$ cat config.mk
export PLATFORM = sky130hd
export DESIGN_NAME = i2c_evt_irq_unit
export DESIGN_NICKNAME = d
export VERILOG_FILES = /design/src/rtl/i2c_evt_pkg.sv /design/src/rtl/i2c_evt_flag.sv /design/src/rtl/i2c_evt_line_sync.sv /design/src/rtl/i2c_evt_irq_comb.sv /design/src/rtl/i2c_evt_irq_unit.sv
export SDC_FILE = /design/constraint.sdc
export NUM_CORES = 1
export LEC_CHECK = 0
export BUFFER_PORTS_ARGS = -buffer_cell sky130_fd_sc_hd__buf_2
export CAP_MARGIN = 20
export CORE_MARGIN = 2
export CORE_UTILIZATION = 40
export CTS_CLUSTER_SIZE = 40
export DETAILED_ROUTE_END_ITERATION = 10
export GPL_ROUTABILITY_DRIVEN = 0
export PLACE_DENSITY = 0.72
export SLEW_MARGIN = 25
export SYNTH_ARGS = -nofsm -noshare
export SYNTH_HDL_FRONTEND = slang
export SYNTH_HIERARCHICAL = 1
export SYNTH_SLANG_ARGS = --single-unit
$ cat constraint.sdc
create_clock -name clk -period 1.35 [get_ports clk]
set_clock_uncertainty 0.2 [all_clocks]
set_input_delay 0.405 -clock clk [delete_from_list [all_inputs] [get_ports clk]]
set_output_delay 0.405 -clock clk [all_outputs]
set_load 0.05 [all_outputs]
$ cat src/rtl/i2c_evt_pkg.sv
package i2c_evt_pkg;
   localparam int REG_W   = 8;
   localparam int N_FLAG  = 4;
   localparam int B_XEND  = 0;
   localparam int B_WAIT  = 1;
   localparam int B_NACK  = 2;
   localparam int B_ARBL  = 3;
   localparam int B_BUSY  = 4;
   localparam int B_SDA   = 6;
   localparam int B_SCL   = 7;
   localparam logic [REG_W-1:0] EN_MASK = 8'hCF;

   typedef enum logic {
      SEL_STATUS = 1'b0,
      SEL_ENABLE = 1'b1
   } reg_sel_e;
endpackage

$ cat src/rtl/i2c_evt_flag.sv
module i2c_evt_flag (
   input  logic clk,
   input  logic rst_n,
   input  logic set_i,
   input  logic clr_i,
   output logic q_o
);
   always_ff @(posedge clk or negedge rst_n) begin
      if (!rst_n)     q_o <= 1'b0;
      else if (set_i) q_o <= 1'b1;
      else if (clr_i) q_o <= 1'b0;
   end

   assert_flag_set_R2: assert property (@(posedge clk) disable iff (!rst_n)
      set_i |=> q_o);
   assert_set_wins_R3: assert property (@(posedge clk) disable iff (!rst_n)
      (set_i && clr_i) |=> q_o);
   assert_clear_R4: assert property (@(posedge clk) disable iff (!rst_n)
      (clr_i && !set_i) |=> !q_o);
   assert_keep_R4: assert property (@(posedge clk) disable iff (!rst_n)
      (!clr_i && !set_i) |=> (q_o == $past(q_o)));
endmodule

$ cat src/rtl/i2c_evt_line_sync.sv
module i2c_evt_line_sync #(
   parameter int STAGES    = 2,
   parameter bit RESET_VAL = 1'b1
) (
   input  logic clk,
   input  logic rst_n,
   input  logic d_i,
   output logic q_o
);
   generate
      if (STAGES == 0) begin : g_bypass
         logic unused_ok;
         assign unused_ok = clk ^ rst_n;
         assign q_o = d_i;
      end else begin : g_chain
         logic [STAGES-1:0] chain_q;
         always_ff @(posedge clk or negedge rst_n) begin
            if (!rst_n) chain_q <= {STAGES{RESET_VAL}};
            else if (STAGES == 1) chain_q[0] <= d_i;
            else chain_q <= {chain_q[STAGES-2:0], d_i};
         end
         assign q_o = chain_q[STAGES-1];
      end
   endgenerate
endmodule

$ cat src/rtl/i2c_evt_irq_comb.sv
module i2c_evt_irq_comb #(
   parameter int N = 4
) (
   input  logic         clk,
   input  logic         rst_n,
   input  logic [N-1:0] flags_i,
   input  logic [N-1:0] en_i,
   output logic         irq_o
);
   logic [N-1:0] hit;
   assign hit = flags_i & en_i;

   always_ff @(posedge clk or negedge rst_n) begin
      if (!rst_n) irq_o <= 1'b0;
      else        irq_o <= |hit;
   end

   assert_mask_R9: assert property (@(posedge clk) disable iff (!rst_n)
      (en_i == '0) |=> !irq_o);
   assert_irq_follow_R8: assert property (@(posedge clk) disable iff (!rst_n)
      (flags_i == '0) |=> !irq_o);
endmodule

$ cat src/rtl/i2c_evt_irq_unit.sv
module i2c_evt_irq_unit
   import i2c_evt_pkg::*;
#(
   parameter int SYNC_STAGES = 2,
   parameter bit IDLE_LEVEL  = 1'b1
) (
   input  logic             clk,
   input  logic             rst_n,
   input  logic             reg_wr,
   input  logic             reg_sel,
   input  logic [REG_W-1:0] reg_wdata,
   output logic [REG_W-1:0] reg_rdata,
   input  logic             evt_wait,
   input  logic             evt_nack,
   input  logic             evt_xfer_end,
   input  logic             evt_arb_lost,
   input  logic             bus_start,
   input  logic             bus_stop,
   input  logic             scl_in,
   input  logic             sda_in,
   output logic             irq,
   output logic             scl_low_b8,
   output logic             scl_high_b8
);
   generate
      if (SYNC_STAGES < 0 || SYNC_STAGES > 4) begin : g_bad_sync
         $error("SYNC_STAGES must lie in 0..4");
      end
      if (REG_W != 8) begin : g_bad_width
         $error("register width must be 8");
      end
   endgenerate

   reg_sel_e          sel;
   logic              wr_status;
   logic              wr_enable;
   logic [N_FLAG-1:0] evt_vec;
   logic [N_FLAG-1:0] flag_q;
   logic [REG_W-1:0]  en_q;
   logic              busy_q;
   logic              scl_s;
   logic              sda_s;
   logic [REG_W-1:0]  status_word;

   assign sel       = reg_sel_e'(reg_sel);
   assign wr_status = reg_wr && (sel == SEL_STATUS);
   assign wr_enable = reg_wr && (sel == SEL_ENABLE);

   always_comb begin
      evt_vec         = '0;
      evt_vec[B_XEND] = evt_xfer_end;
      evt_vec[B_WAIT] = evt_wait;
      evt_vec[B_NACK] = evt_nack;
      evt_vec[B_ARBL] = evt_arb_lost;
   end

   for (genvar i = 0; i < N_FLAG; i++) begin : g_flag
      i2c_evt_flag u_flag (
         .clk   (clk),
         .rst_n (rst_n),
         .set_i (evt_vec[i]),
         .clr_i (wr_status && !reg_wdata[i]),
         .q_o   (flag_q[i])
      );
   end

   always_ff @(posedge clk or negedge rst_n) begin
      if (!rst_n)         en_q <= '0;
      else if (wr_enable) en_q <= reg_wdata & EN_MASK;
   end

   assign scl_low_b8  = en_q[7];
   assign scl_high_b8 = en_q[6];

   always_ff @(posedge clk or negedge rst_n) begin
      if (!rst_n)         busy_q <= 1'b0;
      else if (bus_start) busy_q <= 1'b1;
      else if (bus_stop)  busy_q <= 1'b0;
   end

   i2c_evt_line_sync #(.STAGES(SYNC_STAGES), .RESET_VAL(IDLE_LEVEL)) u_scl_sync (
      .clk (clk), .rst_n (rst_n), .d_i (scl_in), .q_o (scl_s)
   );
   i2c_evt_line_sync #(.STAGES(SYNC_STAGES), .RESET_VAL(IDLE_LEVEL)) u_sda_sync (
      .clk (clk), .rst_n (rst_n), .d_i (sda_in), .q_o (sda_s)
   );

   always_comb begin
      status_word                = '0;
      status_word[N_FLAG-1:0]    = flag_q;
      status_word[B_BUSY]        = busy_q;
      status_word[B_SDA]         = sda_s;
      status_word[B_SCL]         = scl_s;
   end

   assign reg_rdata = (sel == SEL_ENABLE) ? en_q : status_word;

   i2c_evt_irq_comb #(.N(N_FLAG)) u_irq (
      .clk     (clk),
      .rst_n   (rst_n),
      .flags_i (flag_q),
      .en_i    (en_q[N_FLAG-1:0]),
      .irq_o   (irq)
   );

   assert_busy_rise_R5: assert property (@(posedge clk) disable iff (!rst_n)
      bus_start |=> busy_q);
   assert_busy_fall_R5: assert property (@(posedge clk) disable iff (!rst_n)
      (bus_stop && !bus_start) |=> !busy_q);
   assert_busy_hold_R5: assert property (@(posedge clk) disable iff (!rst_n)
      (!bus_stop && !bus_start) |=> $stable(busy_q));
   assert_en_hold_R7: assert property (@(posedge clk) disable iff (!rst_n)
      !wr_enable |=> $stable(en_q));
   assert_en_reserved_R7: assert property (@(posedge clk) disable iff (!rst_n)
      en_q[5:4] == 2'b00);
endmodule

# Yosys cells after proc, flatten, opt, wreduce, memory -nomap -nowiden
# Index checks and enable logic that the tools add are counted.
[totals]
ff_bits = 16
inputBits = 20
out_inout_bits = 11
elab_cells = 38
[classes]
muxes = 11
bitwise_logic = 2
reduce_logical = 16
[ops]
columns = ["cell", "n"]
rows = [
  ["$mux W1", 10],
  ["$reduce_bool A2 Y1", 5],
  ["$mux W8", 1],
  ["$logic_and A1 B1 Y1", 6],
  ["$and A4 B4 Y4", 1],
  ["$logic_not A1 Y1", 4],
  ["$reduce_or A4 Y1", 1],
  ["$not A1 Y1", 1],
]

# Longest topological paths before layout
# Gate-level depths: netlist of the first run.
[logic_depth]
depth_word = 5
ltp_mapped = 5
ltp_nobuf = 4

# Modules after synthesis
# The synthesis of the first run kept the hierarchy.
[by_module_without_submodules]
columns = ["mod", "instances", "cells_per_inst", "area_each_um2", "seq_area_each_um2"]
rows = [
  ["i2c_evt_irq_unit", 1, 31, 405.4, 175.2],
  ["i2c_evt_flag", 4, 3, 36.3, 25.0],
  ["i2c_evt_line_sync", 2, 2, 52.6, 52.6],
  ["i2c_evt_irq_comb", 1, 4, 43.8, 25.0],
]

# Worst setup path before layout of the first run
# No wires, ideal clock.
[synth_path]
path_kind = "input-to-output"
from = "in reg_sel"
to = "out reg_rdata[4]"
arrival_ps = 1226
required_ps = 745
path_slack_ps = -481
path_stages = 2
n_path_buf = 1
cell_sequence = "buf_6 > nor2b_1"
[synth_via]
elab_chain_len = 1
[synth_rtl]
columns = ["element", "line_no", "source"]
rows = [
  ["from (decl)", "i2c_evt_irq_unit.sv:10", "input logic reg_sel,"],
  ["$mux W8", "i2c_evt_irq_unit.sv:96", "assign reg_rdata = (sel == SEL_ENABLE) ? en_q : status_word;"],
  ["to (decl)", "i2c_evt_irq_unit.sv:12", "output logic [REG_W-1:0] reg_rdata,"],
]
# Every way passes these cells.

# Worst setup path after layout of the first run
[layout_path]
from = "reg en_q[7]"
to = "out reg_rdata[7]"
[layout_via]
elab_chain_len = 1
[layout_rtl]
columns = ["element", "line_no", "source"]
rows = [
  ["from (decl)", "i2c_evt_irq_unit.sv:39", "logic [REG_W-1:0] en_q;"],
  ["from (signal assigned)", "i2c_evt_irq_unit.sv:69", "else if (wr_enable) en_q <= reg_wdata & EN_MASK;"],
  ["$mux W8", "i2c_evt_irq_unit.sv:96", ""],
]
# Every way passes these cells.

==> results of run 1 <==
flip-flops by register name, indices dropped and copies added (netlist names):
signal and flops:
en_q 6, busy_q 1, u_scl_sync/g_chain.chain_q 2, u_irq/irq_o 1
g_flag.u_flag/q_o 4, u_sda_sync/g_chain.chain_q 2
cells by family (layout without fill, tap and decap cells):
logic type	after synthesis	in the layout
buf+inv	7	51
simple gates	8	8
flops	16	16
mux	12	12
other cells	1	1
compound gates	7	7
worst min path at each step:
stage / startpoint / depth (start not counted) / slack, ps / to
after global placement: rst_n / 1 / 130 / g_flag[2].u_flag/q_o$_DFFE_PN0P_
after floorplan: rst_n / 0 / -90 / busy_q$_DFFE_PN0P_
after detailed placement: rst_n / 1 / 130 / g_flag[3].u_flag/q_o$_DFFE_PN0P_
after CTS: sda_in / 1 / 0.2 / u_sda_sync/g_chain.chain_q[0]$_DFF_PN1_
after global routing: evt_arb_lost / 2 / 80 / g_flag[3].u_flag/q_o$_DFFE_PN0P_
final: evt_arb_lost / 2 / 90 / g_flag[3].u_flag/q_o$_DFFE_PN0P_
worst max-delay path, stage by stage (launching register included):
cell     delay, ps
dfrtp_2        410
mux2_4         260
buf_6          150
placed cells by master (no fill, tap or decap), types with 2 or more instances in the layout:
cell,n
a21o_1,5
a22oi_1,2
buf_2,16
buf_4,12
buf_6,10
clkbuf_4,3
dfrtp_1,10
dfrtp_2,2
dfstp_2,4
dlygate4sd3_1,3
inv_1,5
mux2_4,12
nor2_1,4
synthesized netlist by cell type:
cell type  number  area [um^2]
a21o_1          5         37.5
a22oi_1         2         15.0
buf_4           1         7.51
buf_6           1         11.3
conb_1          1         3.75
dfrtp_1        12          300
dfstp_2         4          105
inv_1           5         18.8
mux2_2          6         67.6
mux2_4          6         90.1
nand2_1         1         3.75
nand2_4         1         11.3
nand2b_1        1         6.26
nor2_1          4         15.0
nor2b_1         1         6.26
per-layer routing:
metal / global-route usage [%] / vias up / part of all wire, % / wire length, um
met5: 0 / - / 0 / 0
met3: 2.38 / 2 / 3.8 / 50
met2: 23.4 / 17 / 52 / 691
met4: 12.0 / 0 / 1.9 / 25
li1: - / 255 / - / -
met1: 14.6 / 243 / 42 / 549
per-stage QoR:
stage                     TNS (ps)  instance area [um^2]  worst slack, ps  power (mW)
after floorplan              -1050                   741             -163       0.830
after global placement       -4390                   945             -479       0.944
after detailed placement     -4420                   945             -480       0.953
after CTS                    -3090                  1080             -373        1.35
after global routing         -3410                  1100             -410        1.40
final                        -2910                  1100             -353        1.33
timing repair:
item                       in CTS  in global routing
hold buffers                    1                  2
setup buffers                   2                  0
hold endpoints to repair       12                  2
resized for setup              23                  0
setup endpoints to repair      10                 10
area by class of cell:
class | instances | area [um^2]
well taps | 17 | 21.3
flip-flops and latches | 16 | 408
multi-input cells | 28 | 287
repair buffers | 42 | 328
clock buffers | 4 | 36.3
fillers | 126 | 591
inverters | 5 | 18.8
report_power, final:
| part | internal [mW] | switching (mW) |
|---|---|---|
| logic | 0.233 | 0.233 |
| clock network | 0.164 | 0.146 |
| registers | 0.529 | 0.0226 |
| total | 0.926 | 0.402 |
==> results by group, run 1 <==
Setup path
  – R2R Setup Slk: 140 ps
  – CP startpoint kind: flip-flop
  – RR Endpoint: en_q[7]$_DFFE_PN0P_
  – Reg2Reg Depth: 3
  – RR Startpoint: en_q[7]$_DFFE_PN0P_
  – Crit. End Element: primary output
  – Req. time, crit path: 750 ps
  – Worst setup path endpoint: reg_rdata[7]
  – Worst Setup SP: en_q[7]$_DFFE_PN0P_
  – Critical path class: reg2out
  – CP Max Fanout: 2
  – Crit path arrival time: 1100 ps

STA
  – F_max: 0.587 GHz
  – Final cycle utilization of the critical path: 126%
  – Final Hold Viols: 0
  – Final-report setup violation count: 10
  – Worst Slack Setup Final: -353 ps
  – Unrepaired setup endpoints after global routing: yes
  – Final Slew Violations: 0
  – Min cycle time layout: 1700 ps
  – Worst hold slack: 93.4 ps

Synthesis
  – Post-Synth Adder-Cell Area: 0%
  – Synthesized instance count: 51
  – Largest family of logic cells by synthesized area: multiplexers
  – Post-synthesis register bit count: 16
  – Ys Warns: 6
  – Synthesized cell area: 699 um^2
  – Post-synthesis simple-gate area fraction: 6.08%
  – Post-Synthesis Net Count: 71
  – Post-Synth XOR/XNOR Area: 0%
  – Post-synthesis mux area share: 22.5%
  – Post-synthesis sequential area ratio: 58.0%
  – Yosys cell types: 15
  – Compound-cell area share of the yosys netlist: 7.51%
  – Mean area per synthesized cell: 13.7 um^2

CTS
  – Clk Latency, worst-skew pair: 280 ps
  – CTS tree: yes
  – Clk buf depth: 2
  – CTS Buf Count: 3
  – Worst-path clk slew: 90 ps
  – Clock sink count: 16
  – CTS Root Cell: clkbuf_4
  – H-Tree Depth: 1

Final layout
  – Final nets: 116
  – Post-Route Utilization: 65.0%
  – Share of cells above drive strength 1: 66.3%
  – Ant. Diodes: 0
  – Layout area overhead: 57.1%
  – Fin cells: 112

Job
  – MaxCap Viol Count: 0

Global routing
  – First-pass GRT wire length: 1950 um
  – Pin count of the biggest net entering global routing: 17
  – Total grt overflow: 0
  – Total GRT Usage: 13.8%
  – Vias in the first global route: 470
  – Initial antenna violation count: 0

Route
  – Via count: 517
  – Vias/cell: 4.62
  – Wirelength per Cell: 11.8 um
  – Final WL: 1320 um
  – DRT antenna net count: 0
  – Initial DRT Pass Iterations: 4
  – Post-route DRC violation count: 0
  – Initial DRC count: 5

Power and ir drop
  – Leakage: 0.558 nW
  – Power density cells: 1210 mW/mm^2
  – Worst VDD drop: 0.528 mV

Place
  – I/O Buffers: 27
  – DP Cell Count: 103
  – HPWL after detailed placement: 1010 um

Outcome
  – Run status: finished with violations
  – Failing checks: setup timing

Hold path
  – Hold WC Path Type: in2reg

Die
  – Starting Density: 41.4%
  – Die H: 45.8 um
  – Row count: 15
  – Die area: 0.00210 mm^2
  – Core ar.: 0.00169 mm^2
  – Die width: 45.8 um
  – I/O pins: 31
(Power assumes the default switching activity.)
==> run 2: changes to the inputs <==
CTS_CLUSTER_DIAMETER = 80   (was not set)
SYNTH_HIERARCHICAL = not set   (was 1)
==> run 2 against run 1 <==
  * The run still ends with setup timing left
  * Area after synthesis decreased by 1.4%
  * Design area increased by 3.1%
  * Highest routed layer unchanged
  * Final cell count rose by 3.6%
  * Wire length increased by 11%
  * Critical endpoint unchanged
  * Synthesized cell count unchanged
  * Clock-buffer cell count unchanged
  * Setup slack lost 24 ps
  * Sequential power about the same
  * Sequential share of layout area fell by 1.1 points
  * Combinational power grew 7.5%
  * Maximum frequency fell by 1.4%
==> results by group, run 2 <==
Final layout
  – Post-Route Utilization: 72.6% (+7.6 points)
  – Reg with most FFs: en_q
  – Ant. Diodes: 0 (unchanged)
  – Regs by FF count: en_q (6), g_flag.u_flag.q_o (4)
  – Fin cells: 116 (+3.6%)
  – # fillers: 109 (-13%)
  – Footprint of the multi-input gates: 292 um^2 (+1.7%)
  – Share of cells above drive strength 1: 68.0% (+1.7 points)
  – Max reg flops: 6 (unchanged)
  – Highest-count cells in the layout ignoring fill and taps: 16 x buf_2, 16 x buf_4, 12 x mux2_4
  – FF+latch area: 408 um^2 (unchanged)
  – Layout area overhead: 64.2%
  – Design area: 0.00113 mm^2 (+3.1%)
  – Final nets: 121 (+4.3%)

Die
  – Die area: 0.00207 mm^2 (-1.3%)
  – I/O pins: 31 (unchanged)
  – Core ar.: 0.00156 mm^2 (-7.7%)
  – Starting Density: 44.2% (+2.8 points)
  – Die width: 45.5 um (-0.65%)
  – Row count: 14 (-1)
  – Die H: 45.5 um (-0.65%)

Hold path
  – Hold WC Path Type: in2reg
  – Depth of the worst hold-timing path: 2 (unchanged)
  – Min-delay src: bus_start

Setup path
  – Req. time, crit path: 750 ps (about the same)
  – CP Max Fanout: 2 (unchanged)
  – CP bufs+invs: 1 (unchanged)
  – Delay-heaviest family, CP: flip-flops
  – RR Startpoint: g_flag[0].u_flag.q_o$_DFFE_PN0P_
  – Crit. End Element: primary output
  – Critical Path Stages: 2 (unchanged)
  – Critical-path cell list: mux2_4 -> buf_6
  – Critical path class: reg2out
  – Worst stage delay on the critical path: 420 ps (about the same)
  – Crit path arrival time: 1120 ps (+20 ps)
  – Worst Setup SP: en_q[7]$_DFFE_PN0P_
  – Reg2Reg Depth: 4 (+1)
  – CP startpoint kind: flip-flop
  – Slowest stage cell, crit path: dfrtp_2

CTS
  – CTS tree: yes
  – Clock sink count: 16 (unchanged)
  – Worst-path clk slew: 100 ps (about the same)
  – CTS Buf Count: 3 (unchanged)
  – Clk buf depth: 2 (unchanged)
  – Clk Latency, worst-skew pair: 280 ps (about the same)
  – H-Tree Depth: 1 (unchanged)
  – CTS Root Cell: clkbuf_4

STA
  – Final cycle utilization of the critical path: 128% (+1.8 points)
  – Final Slew Violations: 0 (unchanged)
  – Worst hold slack: 102 ps (+9.09 ps)
  – F_max: 0.579 GHz (-1.4%)
  – Post-route setup TNS: -3180 ps (-271 ps)
  – Worst Slack Setup Final: -377 ps (-24.1 ps)
  – Final-report setup violation count: 10 (unchanged)
  – Final Hold Viols: 0 (unchanged)
  – Min cycle time layout: 1730 ps (+24.1 ps)
  – Unrepaired setup endpoints after global routing: yes

Synthesis
  – FFs w/ async S/R, synth: 100% (unchanged)
  – Yosys top cell area share: 43.6% (+0.62 points)
  – Cell taking the most area after synthesis: dfrtp_1
  – Synthesized instance count: 51 (unchanged)
  – Synth top area cells: dfrtp_1 44%, dfstp_2 15%, mux2_4 13%
  – EDFF count, synth: 0 (unchanged)
  – Yosys cell types: 15 (unchanged)
  – Mean area per synthesized cell: 13.5 um^2 (-1.4%)
  – Post-Synthesis Net Count: 71 (unchanged)
  – Ys flop type: dfrtp_1
  – Post-synthesis sequential area ratio: 58.8% (+0.84 points)
  – Post-synthesis register bit count: 16 (unchanged)
  – Most frequent cell after synthesis: dfrtp_1
  – Top cells by count, synth: 12 x dfrtp_1, 8 x nor2_1, 6 x mux2_2, 6 x mux2_4
  – Ys Warns: 0 (-6)
  – Synthesized cell area: 689 um^2 (-1.4%)

Route
  – Wirelength per Cell: 12.6 um (+7.1%)
  – Initial DRC count: 9 (+4)
  – Via count: 527 (+1.9%)
  – DRT antenna net count: 0 (unchanged)
  – Vias/cell: 4.54 (-1.6%)
  – Initial DRT Pass Iterations: 4 (unchanged)
  – Final WL: 1460 um (+11%)
  – Post-route DRC violation count: 0 (unchanged)

Global routing
  – Total grt overflow: 0 (unchanged)
  – Vias in the first global route: 499 (+6.2%)
  – Total GRT Usage: 16.2% (+2.4 points)
  – Initial antenna violation count: 0 (unchanged)
  – First-pass GRT wire length: 2250 um (+16%)
  – Pin count of the biggest net entering global routing: 17 (unchanged)

Place
  – Pre-CTS setup slack: -421 ps (+58.5 ps)
  – DP Cell Count: 104 (+0.97%)
  – Dpl cell area: 948 um^2 (+0.40%)
  – I/O Buffers: 27 (unchanged)
  – HPWL after detailed placement: 998 um (-0.77%)

Job
  – MaxCap Viol Count: 0 (unchanged)

Power and ir drop
  – Worst VDD drop: 0.834 mV (+58%)
  – Power density cells: 1210 mW/mm^2 (+0.18%)
  – Leakage: 0.578 nW (+3.6%)
  – Power Total: 1.37 mW (+3.3%)

Outcome
  – Failing checks: setup timing
  – Run status: finished with violations
## run 2: cell types whose count changed in the layout (fill, tap and decap cells not counted)
cell and change:
a21o_1 -4, a21oi_1 +4, buf_4 +4, buf_8 +1
inv_1 -4, nand2b_1 -1, nor2_1 +4, nor2b_1 +1
## run 2: what timing repair did
action | CTS | global route
hold buffers | 1 | 2
gates resized for setup | 21 | 4
endpoints found under the setup margin | 10 | 10
cloned | 0 | 0
setup buffers | 1 | 4
endpoints found under the hold margin | 12 | 2
## run 2: final cells by class
| class | count | area share [%] |
|---|---|---|
| clock buffer | 4 | 3.20 |
| multi-input combinational | 32 | 25.7 |
| timing repair buffer | 47 | 32.9 |
| sequential | 16 | 36.0 |
| tap | 16 | 1.77 |
| inverter | 1 | 0.331 |
## run 2: worst reg2reg max path, delay by kind of cell, from the launching register on
kind / cells / cell delay [ps]
buffers and inverters: 2 / 260
AO/OA/AOI/OAI: 1 / 180
AND/OR/NAND/NOR: 1 / 80
flip-flops: 1 / 400
## run 2: logic make-up after synthesis
family	after synthesis	share of synthesized area, %
simple gates	12	8.35
buf+inv	3	3.27
mux	12	22.9
other cells	1	0.544
compound gates	7	6.17
flops	16	58.8
## run 2: worst paths after layout
path	slack, ps	to
setup / recovery	-380	reg_rdata[7]
hold / removal	100	busy_q$_DFFE_PN0P_
setup reg to reg	130	u_irq.irq_o$_DFF_PN0_
hold reg to reg	160	u_scl_sync.g_chain.chain_q[1]$_DFF_PN1_
max in group asynchronous	310	u_sda_sync.g_chain.chain_q[1]$_DFF_PN1_
min in group asynchronous	330	g_flag[0].u_flag.q_o$_DFFE_PN0P_
## run 2: layer usage
metal | routed length (um) | vias up | global-route usage [%]
li1 | - | 269 | -
met1 | 679 | 239 | 19.9
met2 | 682 | 17 | 24.5
met3 | 84 | 2 | 5.95
met4 | 15 | 0 | 8.82
met5 | 0 | - | 0
## run 2: report_power, final
part | switching, mW | internal (mW) | leakage (nW)
registers | 0.0241 | 0.530 | 0.169
logic | 0.245 | 0.256 | 0.388
clock network | 0.152 | 0.164 | 0.0210
total | 0.421 | 0.951 | 0.578
==> run 3: changes to the inputs <==
GPL_TIMING_DRIVEN = 0   (was not set)
MAX_ROUTING_LAYER = met4   (was not set)
==> run 3 against run 2 <==
  * Final cell count unchanged
  * Combinational power rose by 2%
  * First-iteration DRC count fell by 56%
  * Hold slack got worse by 86 ps
  * Power is 3.0% lower
  * Wire length is 4.0% higher
  * Sequential share of layout area about the same
  * Clock power is 16% lower
  * The run still ends with setup timing left
  * Critical endpoint is now reg_rdata[2]
  * Non-clock buffer count unchanged
  * Critical path depth stayed put
==> results by group, run 3 (synthesized netlist as in run 2, its figures left out) <==
Route
  – Final WL: 1520 um (+4.0%)
  – Wirelength per Cell: 13.1 um (+4.0%)
  – Metal2 WL: 760 um (+11%)
  – DRT antenna net count: 0 (unchanged)
  – Met1 wire length: 673 um (-0.88%)
  – Post-route DRC violation count: 0 (unchanged)
  – Met3 Wirelength: 50 um (-40%)
  – Max layer used: met4
  – Initial DRT Pass Iterations: 3 (-1)
  – Via count: 546 (+3.6%)
  – Initial DRC count: 4 (-5)
  – Vias/cell: 4.71 (+3.6%)

Die
  – Core ar.: 0.00156 mm^2 (unchanged)
  – Row count: 14 (unchanged)
  – I/O pins: 31 (unchanged)
  – Die H: 45.5 um (unchanged)
  – Die area: 0.00207 mm^2 (unchanged)
  – Die width: 45.5 um (unchanged)
  – Starting Density: 44.2% (unchanged)

Setup path
  – Critical path class: reg2out
  – CP startpoint kind: flip-flop
  – Slowest stage cell, crit path: dfrtp_1
  – CP Max Fanout: 2 (unchanged)
  – Crit path arrival time: 1120 ps (about the same)
  – RR Startpoint: g_flag[1].u_flag.q_o$_DFFE_PN0P_
  – Reg2Reg Depth: 4 (unchanged)
  – RR Endpoint: u_irq.irq_o$_DFF_PN0_
  – Worst stage delay on the critical path: 390 ps (-30 ps)
  – Req. time, crit path: 750 ps (about the same)
  – Worst Setup SP: g_flag[2].u_flag.q_o$_DFFE_PN0P_
  – Crit. End Element: primary output
  – Delay-heaviest family, CP: flip-flops
  – Worst setup path endpoint: reg_rdata[2]
  – R2R Setup Slk: 130 ps (about the same)
  – CP bufs+invs: 1 (unchanged)
  – Critical Path Stages: 2 (unchanged)
  – Critical-path cell list: mux2_4 -> buf_6

Global routing
  – First-pass GRT wire length: 2480 um (+10%)
  – Vias in the first global route: 515 (+3.2%)
  – Pin count of the biggest net entering global routing: 17 (unchanged)
  – Total GRT Usage: 18.2% (+2.0 points)
  – Total grt overflow: 0 (unchanged)
  – Initial antenna violation count: 0 (unchanged)

Place
  – I/O Buffers: 26 (-3.7%)
  – HPWL after detailed placement: 947 um (-5.2%)
  – DP Cell Count: 93 (-11%)
  – Dpl cell area: 881 um^2 (-7.1%)

Final layout
  – Design area: 0.00113 mm^2 (+0.11%)
  – FF+latch area: 408 um^2 (unchanged)
  – # fillers: 103 (-5.5%)
  – Highest-count cells in the layout ignoring fill and taps: 17 x buf_4, 16 x buf_2, 12 x mux2_4
  – Max reg flops: 6 (unchanged)
  – Share of cells above drive strength 1: 69.0% (+1.0 points)
  – Ant. Diodes: 0 (unchanged)
  – Commonest non-fill, non-tap cell in the layout: buf_4
  – Regs by FF count: en_q (6), g_flag.u_flag.q_o (4)
  – Fin cells: 116 (unchanged)
  – Footprint of the multi-input gates: 292 um^2 (unchanged)
  – Final nets: 121 (unchanged)
  – Reg with most FFs: en_q
  – Layout area overhead: 64.4%

Power and ir drop
  – Worst VDD drop: 0.926 mV (+11%)
  – Power density cells: 1170 mW/mm^2 (-3.1%)
  – Power Total: 1.33 mW (-3.0%)
  – Leakage: 0.578 nW (unchanged)

Outcome
  – Failing checks: setup timing
  – Run status: finished with violations

CTS
  – Clk buf depth: 2 (unchanged)
  – H-Tree Depth: 1 (unchanged)
  – CTS Root Cell: clkbuf_4
  – CTS tree: yes
  – Clk Latency, worst-skew pair: 280 ps (about the same)
  – Worst-path clk slew: 100 ps (about the same)
  – CTS Buf Count: 3 (unchanged)
  – Clock sink count: 16 (unchanged)

STA
  – Final-report setup violation count: 10 (unchanged)
  – Final Slew Violations: 0 (unchanged)
  – F_max: 0.580 GHz (+0.26%)
  – Final cycle utilization of the critical path: 128% (-0.34 points)
  – Unrepaired setup endpoints after global routing: yes
  – Worst Slack Setup Final: -373 ps (+4.53 ps)
  – Post-route setup TNS: -3150 ps (+23.5 ps)
  – Min cycle time layout: 1720 ps (-4.53 ps)
  – Final Hold Viols: 0 (unchanged)

Hold path
  – Hold WC Path Type: in2reg

Job
  – MaxCap Viol Count: 0 (unchanged)
==> run 3: cell types whose count changed in the layout (fill, tap and decap cells not counted), sizes merged <==
cell	delta
dlygate4sd3	-2
buf	+2
==> run 3: worst register-to-register path, cell delays in order, from the launching register on <==
cell     delay, ps
dfrtp_1        380
buf_4          130
buf_4          130
a22oi_1        200
nand2_1         90
==> run 3: cell type report <==
cell class / count / area share [%]
Multi-Input combinational cell: 32 / 25.7
Buffer: 2 / 2.43
Tap cell: 16 / 1.77
Sequential cell: 16 / 36.0
Timing Repair Buffer: 45 / 31.5
Clock buffer: 4 / 2.32
Inverter: 1 / 0.331
==> run 3: timing repair <==
action / CTS / global route
buffers inserted: 12 / 7
hold buffers: 1 / 0
endpoints found under the setup margin: 10 / 10
hold endpoints to repair: 12 / 0
resized for setup: 24 / 2
pin swaps: 0 / 0
==> run 3: worst min path at each step <==
stage                 from                                 endpoint  slack [ps]  depth (start not counted)
finish              scl_in  u_scl_sync.g_chain.chain_q[0]$_DFF_PN1_          20                          1
global route        scl_in  u_scl_sync.g_chain.chain_q[0]$_DFF_PN1_          -4                          1
CTS                 scl_in  u_scl_sync.g_chain.chain_q[0]$_DFF_PN1_          10                          1
detailed placement   rst_n                       busy_q$_DFFE_PN0P_         130                          1
global placement     rst_n         g_flag[1].u_flag.q_o$_DFFE_PN0P_         130                          1
floorplan            rst_n                       busy_q$_DFFE_PN0P_         -90                          0
==> run 3: metal layers <==
layer,global-route usage (%),vias up
li1,-,269
met1,25.1,258
met2,26.5,15
met3,2.38,4
met4,8.82,0
met5,-,-
==> run 3: power by group <==
| group | internal [mW] | switching [mW] | total, mW |
|---|---|---|---|
| Clock | 0.115 | 0.150 | 0.265 |
| Combinational | 0.263 | 0.250 | 0.513 |
| Sequential | 0.530 | 0.0223 | 0.553 |
==> run 3: stage by stage <==
| step | hold WS, ps | setup slack, ps | utilization, % |
|---|---|---|---|
| 4_1_cts | 10.5 | -373 | 69.6 |
| 5_1_grt | -3.64 | -403 | 72.7 |
| 3_3_place_gp | 128 | -292 | 56.5 |
| 3_5_place_dp | 130 | -296 | 56.5 |
| 2_1_floorplan | -90.6 | -163 | - |
| 6_report | 16.6 | -373 | 72.7 |
